==> src/rtl/burst_seq_pkg.sv <==
package burst_seq_pkg;
  typedef enum logic {
    ORD_SEQ   = 1'b0,
    ORD_INTLV = 1'b1
  } order_e;

  typedef struct packed {
    logic   write;
    logic   chop;
    order_e order;
  } burst_mode_t;
endpackage

==> src/rtl/burst_seq_ctrl.sv <==
module burst_seq_ctrl
  import burst_seq_pkg::*;
#(
  parameter int unsigned COL_W = 3
) (
  input  logic             clk_i,
  input  logic             rst_ni,
  input  logic             cmd_valid_i,
  input  logic [COL_W-1:0] cmd_col_i,
  input  burst_mode_t      cmd_mode_i,
  output logic             cmd_ready_o,
  output logic             busy_o,
  output logic [COL_W-1:0] beat_idx_o,
  output logic [COL_W-1:0] start_col_o,
  output burst_mode_t      mode_o,
  output logic             last_o
);
  localparam logic [COL_W-1:0] LastIdx = '1;

  logic             busy_q;
  logic [COL_W-1:0] idx_q;
  logic [COL_W-1:0] start_q;
  burst_mode_t      mode_q;

  always_ff @(posedge clk_i or negedge rst_ni) begin
    if (!rst_ni) begin
      busy_q  <= 1'b0;
      idx_q   <= '0;
      start_q <= '0;
      mode_q  <= '0;
    end else if (!busy_q) begin
      if (cmd_valid_i) begin
        busy_q  <= 1'b1;
        idx_q   <= '0;
        start_q <= cmd_col_i;
        mode_q  <= cmd_mode_i;
      end
    end else begin
      idx_q <= idx_q + 1'b1;
      if (idx_q == LastIdx) busy_q <= 1'b0;
    end
  end

  assign cmd_ready_o = !busy_q;
  assign busy_o      = busy_q;
  assign beat_idx_o  = idx_q;
  assign start_col_o = start_q;
  assign mode_o      = mode_q;
  assign last_o      = busy_q && (idx_q == LastIdx);
endmodule

==> src/rtl/burst_seq_order.sv <==
module burst_seq_order
  import burst_seq_pkg::*;
#(
  parameter int unsigned COL_W = 3
) (
  input  logic             busy_i,
  input  logic [COL_W-1:0] beat_idx_i,
  input  logic [COL_W-1:0] start_col_i,
  input  burst_mode_t      mode_i,
  output logic             valid_o,
  output logic [COL_W-1:0] col_o
);
  localparam int unsigned LowW = COL_W - 1;

  logic [LowW-1:0]  low_sum;
  logic [COL_W-1:0] seq_col;
  logic [COL_W-1:0] intlv_col;
  logic [COL_W-1:0] wr_col;
  logic [COL_W-1:0] rd_col;
  logic             pad_slot;

  // sequential: wrap within the half-burst group, top bit toggles per group
  assign low_sum   = start_col_i[LowW-1:0] + beat_idx_i[LowW-1:0];
  assign seq_col   = {start_col_i[COL_W-1] ^ beat_idx_i[COL_W-1], low_sum};
  assign intlv_col = start_col_i ^ beat_idx_i;
  assign rd_col    = (mode_i.order == ORD_INTLV) ? intlv_col : seq_col;
  assign wr_col    = mode_i.chop ? {start_col_i[COL_W-1], beat_idx_i[LowW-1:0]}
                                 : beat_idx_i;

  assign pad_slot  = mode_i.chop && beat_idx_i[COL_W-1];
  assign valid_o   = busy_i && !pad_slot;
  assign col_o     = !valid_o ? '0 : (mode_i.write ? wr_col : rd_col);
endmodule

==> src/rtl/burst_order_seq.sv <==
module burst_order_seq
  import burst_seq_pkg::*;
#(
  parameter int unsigned COL_W = 3
) (
  input  logic             clk_i,
  input  logic             rst_ni,
  input  logic             interleave_i,
  input  logic             cmd_valid_i,
  output logic             cmd_ready_o,
  input  logic [COL_W-1:0] cmd_col_i,
  input  logic             cmd_write_i,
  input  logic             cmd_chop_i,
  output logic             slot_o,
  output logic             beat_valid_o,
  output logic [COL_W-1:0] beat_col_o,
  output logic             done_o
);
  burst_mode_t      cmd_mode;
  burst_mode_t      act_mode;
  logic             busy;
  logic             last;
  logic [COL_W-1:0] beat_idx;
  logic [COL_W-1:0] start_col;

  assign cmd_mode.write = cmd_write_i;
  assign cmd_mode.chop  = cmd_chop_i;
  assign cmd_mode.order = interleave_i ? ORD_INTLV : ORD_SEQ;

  burst_seq_ctrl #(.COL_W(COL_W)) u_ctrl (
    .clk_i       (clk_i),
    .rst_ni      (rst_ni),
    .cmd_valid_i (cmd_valid_i),
    .cmd_col_i   (cmd_col_i),
    .cmd_mode_i  (cmd_mode),
    .cmd_ready_o (cmd_ready_o),
    .busy_o      (busy),
    .beat_idx_o  (beat_idx),
    .start_col_o (start_col),
    .mode_o      (act_mode),
    .last_o      (last)
  );

  burst_seq_order #(.COL_W(COL_W)) u_order (
    .busy_i      (busy),
    .beat_idx_i  (beat_idx),
    .start_col_i (start_col),
    .mode_i      (act_mode),
    .valid_o     (beat_valid_o),
    .col_o       (beat_col_o)
  );

  assign slot_o = busy;
  assign done_o = last;
endmodule

==> config.mk <==
export PLATFORM = sky130hd
export DESIGN_NAME = burst_order_seq
export DESIGN_NICKNAME = d
export VERILOG_FILES = /design/src/rtl/burst_seq_pkg.sv /design/src/rtl/burst_seq_ctrl.sv /design/src/rtl/burst_seq_order.sv /design/src/rtl/burst_order_seq.sv
export SDC_FILE = /design/constraint.sdc
export NUM_CORES = 1
export LEC_CHECK = 0
export BUFFER_PORTS_ARGS = -buffer_cell sky130_fd_sc_hd__buf_2
export CORE_AREA = 2 2 39 41
export CTS_CLUSTER_SIZE = 20
export DETAILED_ROUTE_END_ITERATION = 8
export DIE_AREA = 0 0 41 43
export PLACE_DENSITY = 0.62
export SLEW_MARGIN = 10
export SYNTH_ARGS = -nofsm -noshare
export SYNTH_HDL_FRONTEND = slang
export SYNTH_SLANG_ARGS = --single-unit
==> constraint.sdc <==
create_clock -name clk_i -period 3.5 [get_ports clk_i]
set_input_delay 0.7 -clock clk_i [delete_from_list [all_inputs] [get_ports clk_i]]
set_output_delay 0.7 -clock clk_i [all_outputs]
set_load 0.03 [all_outputs]
# Word level (Yosys, flattened, before mapping)
# Cells that the tools add are included.
# totals
reg_bits,10
out_inout_bits,7
# classes
n_addsub,2
eq_ne,1
muxes,10
bitwise_logic,3
reduce_logical,7
# op_table
operator,count
$mux W3,6
$mux W1,4
$add A3 B1 Y3 const B,1
$eq A3 B3 Y1 const B,1
$logic_and A1 B1 Y1,3
$xor A3 B3 Y3,1
$add A2 B2 Y2,1
$logic_not A1 Y1,2
$reduce_and A2 Y1,1
$reduce_bool A2 Y1,1
$not A1 Y1,1
$xor A1 B1 Y1,1

# Logic depth before layout (Yosys ltp)
# Gate-level depths: netlist of run 1.
# depth
word_depth,4
depth_mapped,4
ltp_nobuf,4

# Hierarchy
# A second synthesis of run 1 with hierarchy kept.
# unflattened
hier_cells,44
hier_area_um2,555.5
# by_module_without_submodules
module,n_inst,cells_each,area_each_um2
burst_seq_ctrl,1,28,441.7
burst_seq_order,1,16,113.9

# Least setup slack after synthesis of run 1
# No wires, ideal clock.
# synth_path
path_type,register to output
startpoint,register u_ctrl.busy_q (netlist: u_ctrl.busy_o)
endpoint,output beat_col_o[1]
arrival_time_ns,1.681
slack_ns,1.119
path_stages_with_launch,4
path_cell_list,dfrtp_1 -> a21boi_2 -> nand2_1 -> mux2i_1
# synth_between
elab_chain_len,2
# synth_lines
element,line,text
from (decl),burst_seq_ctrl.sv:20,logic busy_q;
from (signal assigned),burst_seq_ctrl.sv:27,busy_q <= 1'b0;
from (signal assigned),burst_seq_ctrl.sv:33,busy_q <= 1'b1;
from (signal assigned),burst_seq_ctrl.sv:40,if (idx_q == LastIdx) busy_q <= 1'b0;
$logic_and A1 B1 Y1,burst_seq_order.sv:31,assign valid_o = busy_i && !pad_slot;
net beat_valid_o,burst_order_seq.sv:15,"output logic beat_valid_o,"
$mux W3,burst_seq_order.sv:32,assign col_o = !valid_o ? '0 : (mode_i.write ? wr_col : rd_col);
to (decl),burst_order_seq.sv:16,"output logic [COL_W-1:0] beat_col_o,"
# The timed path passes the listed nets, and every way through them passes these cells.

# Worst setup path in the final report of run 1
# layout_path
startpoint,register u_ctrl.idx_q[0] (netlist: u_ctrl.beat_idx_o[0])
endpoint,output beat_col_o[1]
# layout_between
elab_chain_len,4
# layout_lines
element,line,text
from (decl),burst_seq_ctrl.sv:21,logic [COL_W-1:0] idx_q;
from (signal assigned),burst_seq_ctrl.sv:39,idx_q <= idx_q + 1'b1;
$add A2 B2 Y2,burst_seq_order.sv:23,assign low_sum = start_col_i[LowW-1:0] + beat_idx_i[LowW-1:0];
$mux W3,burst_seq_order.sv:26,assign rd_col = (mode_i.order == ORD_INTLV) ? intlv_col : seq_col;
$mux W3 (2 in a row),burst_seq_order.sv:32,
# Every way passes these cells.

==> results of run 1 <==
==> layout by cell type, fill, tap and decap left out, drive strengths merged <==
cell and count:
nor2 3, o21ai 4, a22o 1, inv 3
clkbuf 3, a21oi 1, nor2b 4, nand2b 1
a21boi 1, nand2 6, buf 15, o211ai 1
mux2i 3, dfrtp 10, a211o 1, ha 3
mux2 4, and2 1
==> per-stage QoR <==
step / utilization / hold WS, ns
after floorplan: - / 0.4044
after global placement: 0.4494 / 0.5037
after detailed placement: 0.4494 / 0.5079
after CTS: 0.4656 / 0.2920
after global routing: 0.4656 / 0.2951
final: 0.4656 / 0.2877
==> registers in the layout (all words and copies together) (netlist names) <==
signal,flops
u_ctrl.beat_idx_o,3
u_ctrl.mode_o,3
u_ctrl.start_col_o,3
u_ctrl.busy_o,1
==> layout make-up <==
cell class	instances	area [um^2]	share of cell area
Clock buffer	3	22.52	0.03495
Timing Repair Buffer	15	75.07	0.1165
Inverter	3	11.26	0.01748
Sequential cell	10	250.2	0.3883
Multi-Input combinational cell	34	265.3	0.4116
Tap cell	16	20.02	0.03107
==> worst max-delay path, stage by stage (launching register included) <==
cell and delay (ns):
dfrtp_1 0.41, ha_1 0.16, nor2b_1 0.15, mux2i_1 0.23, mux2i_1 0.20, buf_2 0.22
==> logic make-up after synthesis <==
logic type / share of synthesized area
flip-flops: 0.4651
AO/OA/AOI/OAI: 0.1163
adder cells (fa/ha/maj): 0.06977
AND/OR/NAND/NOR: 0.1395
multiplexers: 0.1674
buffers and inverters: 0.04186
==> final timing paths <==
path | end | slack [ns]
hold / removal | u_ctrl.busy_o | 0.29
setup / recovery | beat_col_o[1] | 1.18
setup reg to reg | u_ctrl.start_col_o[1] | 2.14
min in group clk_i | u_ctrl.mode_o[0] | 0.51
hold reg to reg | u_ctrl.mode_o[0] | 0.51
max in group asynchronous | u_ctrl.start_col_o[1] | 3.02
==> metal layers <==
layer  track usage  vias up  routed length (um)
met5             0        -                   0
li1              -      199                   -
met3       0.04712        2                  61
met2        0.2156       15                 437
met1        0.1827      177                 515
met4       0.06000        0                   4
==> metrics.md, run 1 <==
| Metric | Value |
|---|---|
| DRT iter0 DRCs | 3 |
| CTS buffer count | 3 |
| Gr usage total | 0.1440 |
| Synth area leader | dfrtp_1 |
| DP Cell Count | 78 |
| Non-filler cells, final | between 80 and 90 |
| Fin crit share | 0.6640 |
| Die ar. | between 0.0015 and 0.002 mm^2 |
| Vias/cell | 4.852 |
| CTS tree | done |
| H-tree depth | 1 |
| I/O Pins | 16 |
| RD Place Congestion | ~0.7 |
| Post-DP HPWL | between 700 and 800 um |
| Post-synth cell types | 18 |
| Setup bufs post-CTS | 0 |
| Worst Path Max Fanout | 5 |
| Syn avg cell area | 11.21 um^2 |
| RSZ-0062 raised after global routing | false |
| Critical Path RT | between 2 and 3 ns |
| Register area share after synthesis | 0.4651 |
| GRT overflow | 0 |
| Synthesized netlist cell count | 48 |
| Slew Viols, Final | 0 |
| Final WS setup | around 1.2 ns |
| Worst-path clk slew | approximately 0.060 ns |
| Initial antenna violation count | 0 |
| Synth top area cells | dfrtp_1 47%, mux2_4 11%, ha_1 7.0%, mux2i_1 5.6%, nand2_1 4.2% |
| Num rows | 14 |
| EDFF count, synth | 0 |
| Post-route ant nets | 0 |
| Fin Clk Skew | just under 0.003 ns |
| Worst r2r src | u_ctrl.busy_o |
| Core area | between 0.001 and 0.0015 mm^2 |
| Max Cap Viol | 0 |
| Synth cell count leaders | 10 x dfrtp_1, 6 x nand2_1, 4 x mux2_4, 4 x o21ai_0 |
| Minimum clock period | ~2.3 ns |
| Die height | about 43 um |
| Cell Area, Synth | about 540 um^2 |
| Setup violators final | 0 |
| Root Driver | clkbuf_4 |
| Place WS | ~1.4 ns |
| Outcome | finished clean |
| Placed inst area | a little over 600 um^2 |
| Primary FF master, synth | dfrtp_1 |
| # diodes | 0 |
| CP endpoint kind | output port |
| Final-layout fill cell count | about 150 |
| WL/cell | around 13 um |
| First-pass GRT wire length | roughly 1700 um |
| Worst setup path startpoint | u_ctrl.beat_idx_o[0] |
| Slew @ Worst Pin | 0.4732 ns |
| WP data arrival | between 1.5 and 2 ns |
| Yosys reg bits | 10 |
| TNS Setup | 0 ns |
| Top cell type's share of synthesized area | 0.4651 |
| Largest net degree at the start of global routing | 11 |
| Initial Util | 0.3888 |
| Max-slew headroom | 0.6831 |
| Hold Path Class | input port to asynchronous set/reset pin |
| Ys Warns | 0 |
| Net Count, Synth | 60 |
| Hold-fix buffers at CTS | 0 |
| Final nets | between 70 and 80 |
| Endpoints failing hold | 0 |
| Max Freq | approximately 430 MHz |
| Resized Gates After CTS | 0 |
| Worst-Skew Late Latency | roughly 0.26 ns |
| Maximum clock insertion buffer count | 2 |
| WS Path Type | flip-flop to output port |
| Share of layout cells above drive strength 1 | 0.4000 |
| Buffers added on ports | 15 |
| TritonRoute pass-1 iters | 2 |
| Chip width | ~40 um |
| Routed WL | approximately 1000 um |
| Area growth syn-to-layout | 19.77% |
| Worst Reg-to-Reg Cells | 2 |
| Residual DRC count | 0 |
| Ys async rst share | 1.000 |
| Clock Sinks | 10 |
| Vias in the first global route | just under 400 |
| Setup crit start kind | flip-flop |
| Top-count cell post-synth | dfrtp_1 |
| Via Count | 393 |
| Final Cell Area | 644.4 um^2 |
Power of run 1 is left out: the tool's default activity adds up to more than one toggle a clock period on the data nets, which glitch-free logic cannot reach.
==> run 2, diff against run 1 <==
- PLACE_DENSITY: 0.62 -> 0.65
- clock period: 3.5 -> 2 ns (I/O delays scaled with it)
==> run 2 against run 1 <==
- the flow now finishes with violations (setup timing)
- hold slack better by 0.055 ns
- critical path depth unchanged
- cell area up 8.5%
- flip-flop and latch count unchanged
- non-clock buffer count up 2
- sequential share of layout area down 3.1 points
- largest cell class unchanged
==> metrics.md, run 2 (synthesis results as in run 1) <==
| Metric | Value |
|---|---|
| Outcome | finished with violations |
| Failing checks | setup timing |
| Area growth syn-to-layout | 30.00% |
| WP data arrival | 1.60 ns |
| Max Freq | 499.8 MHz |
| Slew @ Worst Pin | 0.4375 ns |
| Core area | roughly 0.0014 mm^2 |
| Critical Path RT | ~1.6 ns |
| Die ar. | about 0.0018 mm^2 |
| CP endpoint kind | output port |
| Endpoints failing hold | 0 |
| Post-DP HPWL | around 800 um |
| CTS tree | done |
| Most frequent CP cell | mux2i_2 |
| Gr usage total | 0.1524 |
| I/O Pins | 16 |
| Buffers added on ports | 15 |
| Fin crit share | 1.000 |
| First-pass GRT wire length | between 1500 and 2000 um |
| Clock Sinks | 10 |
| Worst-path clk slew | 0.07 ns |
| TritonRoute pass-1 iters | 4 |
| # diodes | 0 |
| Post-route ant nets | 0 |
| Chip width | just over 40 um |
| Commonest non-fill, non-tap cell in the layout | buf_2 |
| Peak supply drop | 0.7265 mV |
| H-tree depth | 1 |
| DP Cell Count | 78 |
| Die height | between 40 and 50 um |
| Top Family by Delay on Critical Path | multiplexers |
| RD Place Congestion | roughly 0.72 |
| R2R setup slack | about 0.63 ns |
| Initial antenna violation count | 0 |
| RSZ-0062 raised after global routing | true |
| Share of layout cells above drive strength 1 | 0.4706 |
| Via Count | 410 |
| Pleak | about 0.34 nW |
| CP Buf/Inv Count | 1 |
| GRT overflow | 0 |
| Final WS setup | -0.0007845 ns |
| Max-slew headroom | 0.7070 |
| Hold Path Class | input port to flip-flop |
| Fin Clk Skew | 0.004761 ns |
| Worst r2r src | u_ctrl.beat_idx_o[0] |
| Final-layout fill cell count | 129 |
| Worst Path Max Fanout | 2 |
| Vias/cell | 4.881 |
| Initial Util | 0.3888 |
| Setup violators final | 1 |
| HP Start | cmd_col_i[2] |
| Max incr delay on CP | roughly 0.37 ns |
| Most frequent cells in the layout | 14 x buf_2, 10 x dfrtp_1, 6 x nand2_1, 4 x mux2_4, 4 x o21ai_0 |
| P per Cell Area | a little over 2000 mW/mm^2 |
| DRT iter0 DRCs | 4 |
| Routed WL | 1068 um |
| Max Cap Viol | 0 |
| Final nets | between 80 and 90 |
| Worst-Skew Late Latency | roughly 0.26 ns |
| Residual DRC count | 0 |
| CP Cell Sequence | ha_2, nor2b_4, mux2i_2, mux2i_2, buf_6 |
| Hold Path Stages | 3 |
| FF-to-FF End | u_ctrl.beat_idx_o[2] |
| CTS buffer count | 3 |
| WL/cell | around 13 um |
| Slowest stage cell, crit path | dfrtp_1 |
| Largest net degree at the start of global routing | 11 |
| Slew Viols, Final | 0 |
| Worst Reg-to-Reg Cells | 4 |
| Num rows | 14 |
| Maximum clock insertion buffer count | 2 |
| Root Driver | clkbuf_4 |
| Minimum clock period | between 2 and 2.5 ns |
| WHS Endpoint | u_ctrl.start_col_o[2] |
| Non-filler cells, final | 84 |
| Vias in the first global route | just over 400 |
| TNS Setup | -0.0007845 ns |
| Setup crit start kind | flip-flop |
| WS Path Type | flip-flop to output port |
## run 2: power breakdown
part           total (mW)  switching (mW)  leakage (nW)  internal, mW
combinational       0.836           0.459         0.204         0.377
clock               0.180          0.0692        0.0210         0.110
sequential          0.420           0.111         0.118         0.309
total                1.44           0.639         0.343         0.796
## run 2: stage by stage
stage	total power [mW]	hold slack [ns]	area, um^2	utilization	setup WS [ns]
6_report	1.435	0.3426	699.4	0.5054	-0.0007845
5_1_grt	1.552	0.3563	699.4	0.5054	-0.07898
4_1_cts	1.433	0.3348	695.7	0.5027	-0.01407
3_5_place_dp	1.188	0.2790	625.6	0.4521	0.1571
2_1_floorplan	1.003	0.1044	541.8	-	0.01616
3_3_place_gp	1.165	0.2735	625.6	0.4521	0.2426
## run 2: layer usage
metal / track usage / wire [um]
met3: 0.01571 / 28
met1: 0.1940 / 475
met5: 0 / 0
met4: 0.1000 / 14
met2: 0.2313 / 549
## run 2: timing repair
item / in CTS / in global routing
hold endpoints to repair: 10 / 0
buffers inserted: 1 / 0
pin swaps: 1 / 0
setup endpoints to repair: 1 / 1
resized for setup: 5 / 1
hold buffers: 1 / 0
## run 2: worst reg2reg max path, stage by stage, from the launching register on
cell and delay, ns:
dfrtp_1 0.40, buf_4 0.15, ha_1 0.20, ha_1 0.27, a22o_2 0.25
## run 2: how the worst max path moves through the flow
| stage | start | endpoint | slack (ns) | cells after the start |
|---|---|---|---|---|
| CTS | u_ctrl.beat_idx_o[0] | beat_col_o[1] | -0.01 | 5 |
| finish | u_ctrl.beat_idx_o[0] | beat_col_o[1] | -0.0008 | 5 |
| floorplan | u_ctrl.busy_o | beat_col_o[0] | 0.02 | 2 |
| global route | u_ctrl.beat_idx_o[0] | beat_col_o[1] | -0.08 | 5 |
| global placement | u_ctrl.beat_idx_o[0] | beat_col_o[1] | 0.24 | 5 |
| detailed placement | u_ctrl.beat_idx_o[0] | beat_col_o[1] | 0.16 | 5 |
## run 2: layout make-up
| type | count | area [um^2] | share of cell area |
|---|---|---|---|
| inverter | 3 | 11.26 | 0.01610 |
| timing repair buffer | 17 | 98.84 | 0.1413 |
| multi-input combinational | 34 | 282.8 | 0.4043 |
| sequential | 10 | 250.2 | 0.3578 |
| clock buffer | 4 | 36.28 | 0.05188 |
| tap | 16 | 20.02 | 0.02862 |
No activity file was read; power rests on OpenSTA's default activity.
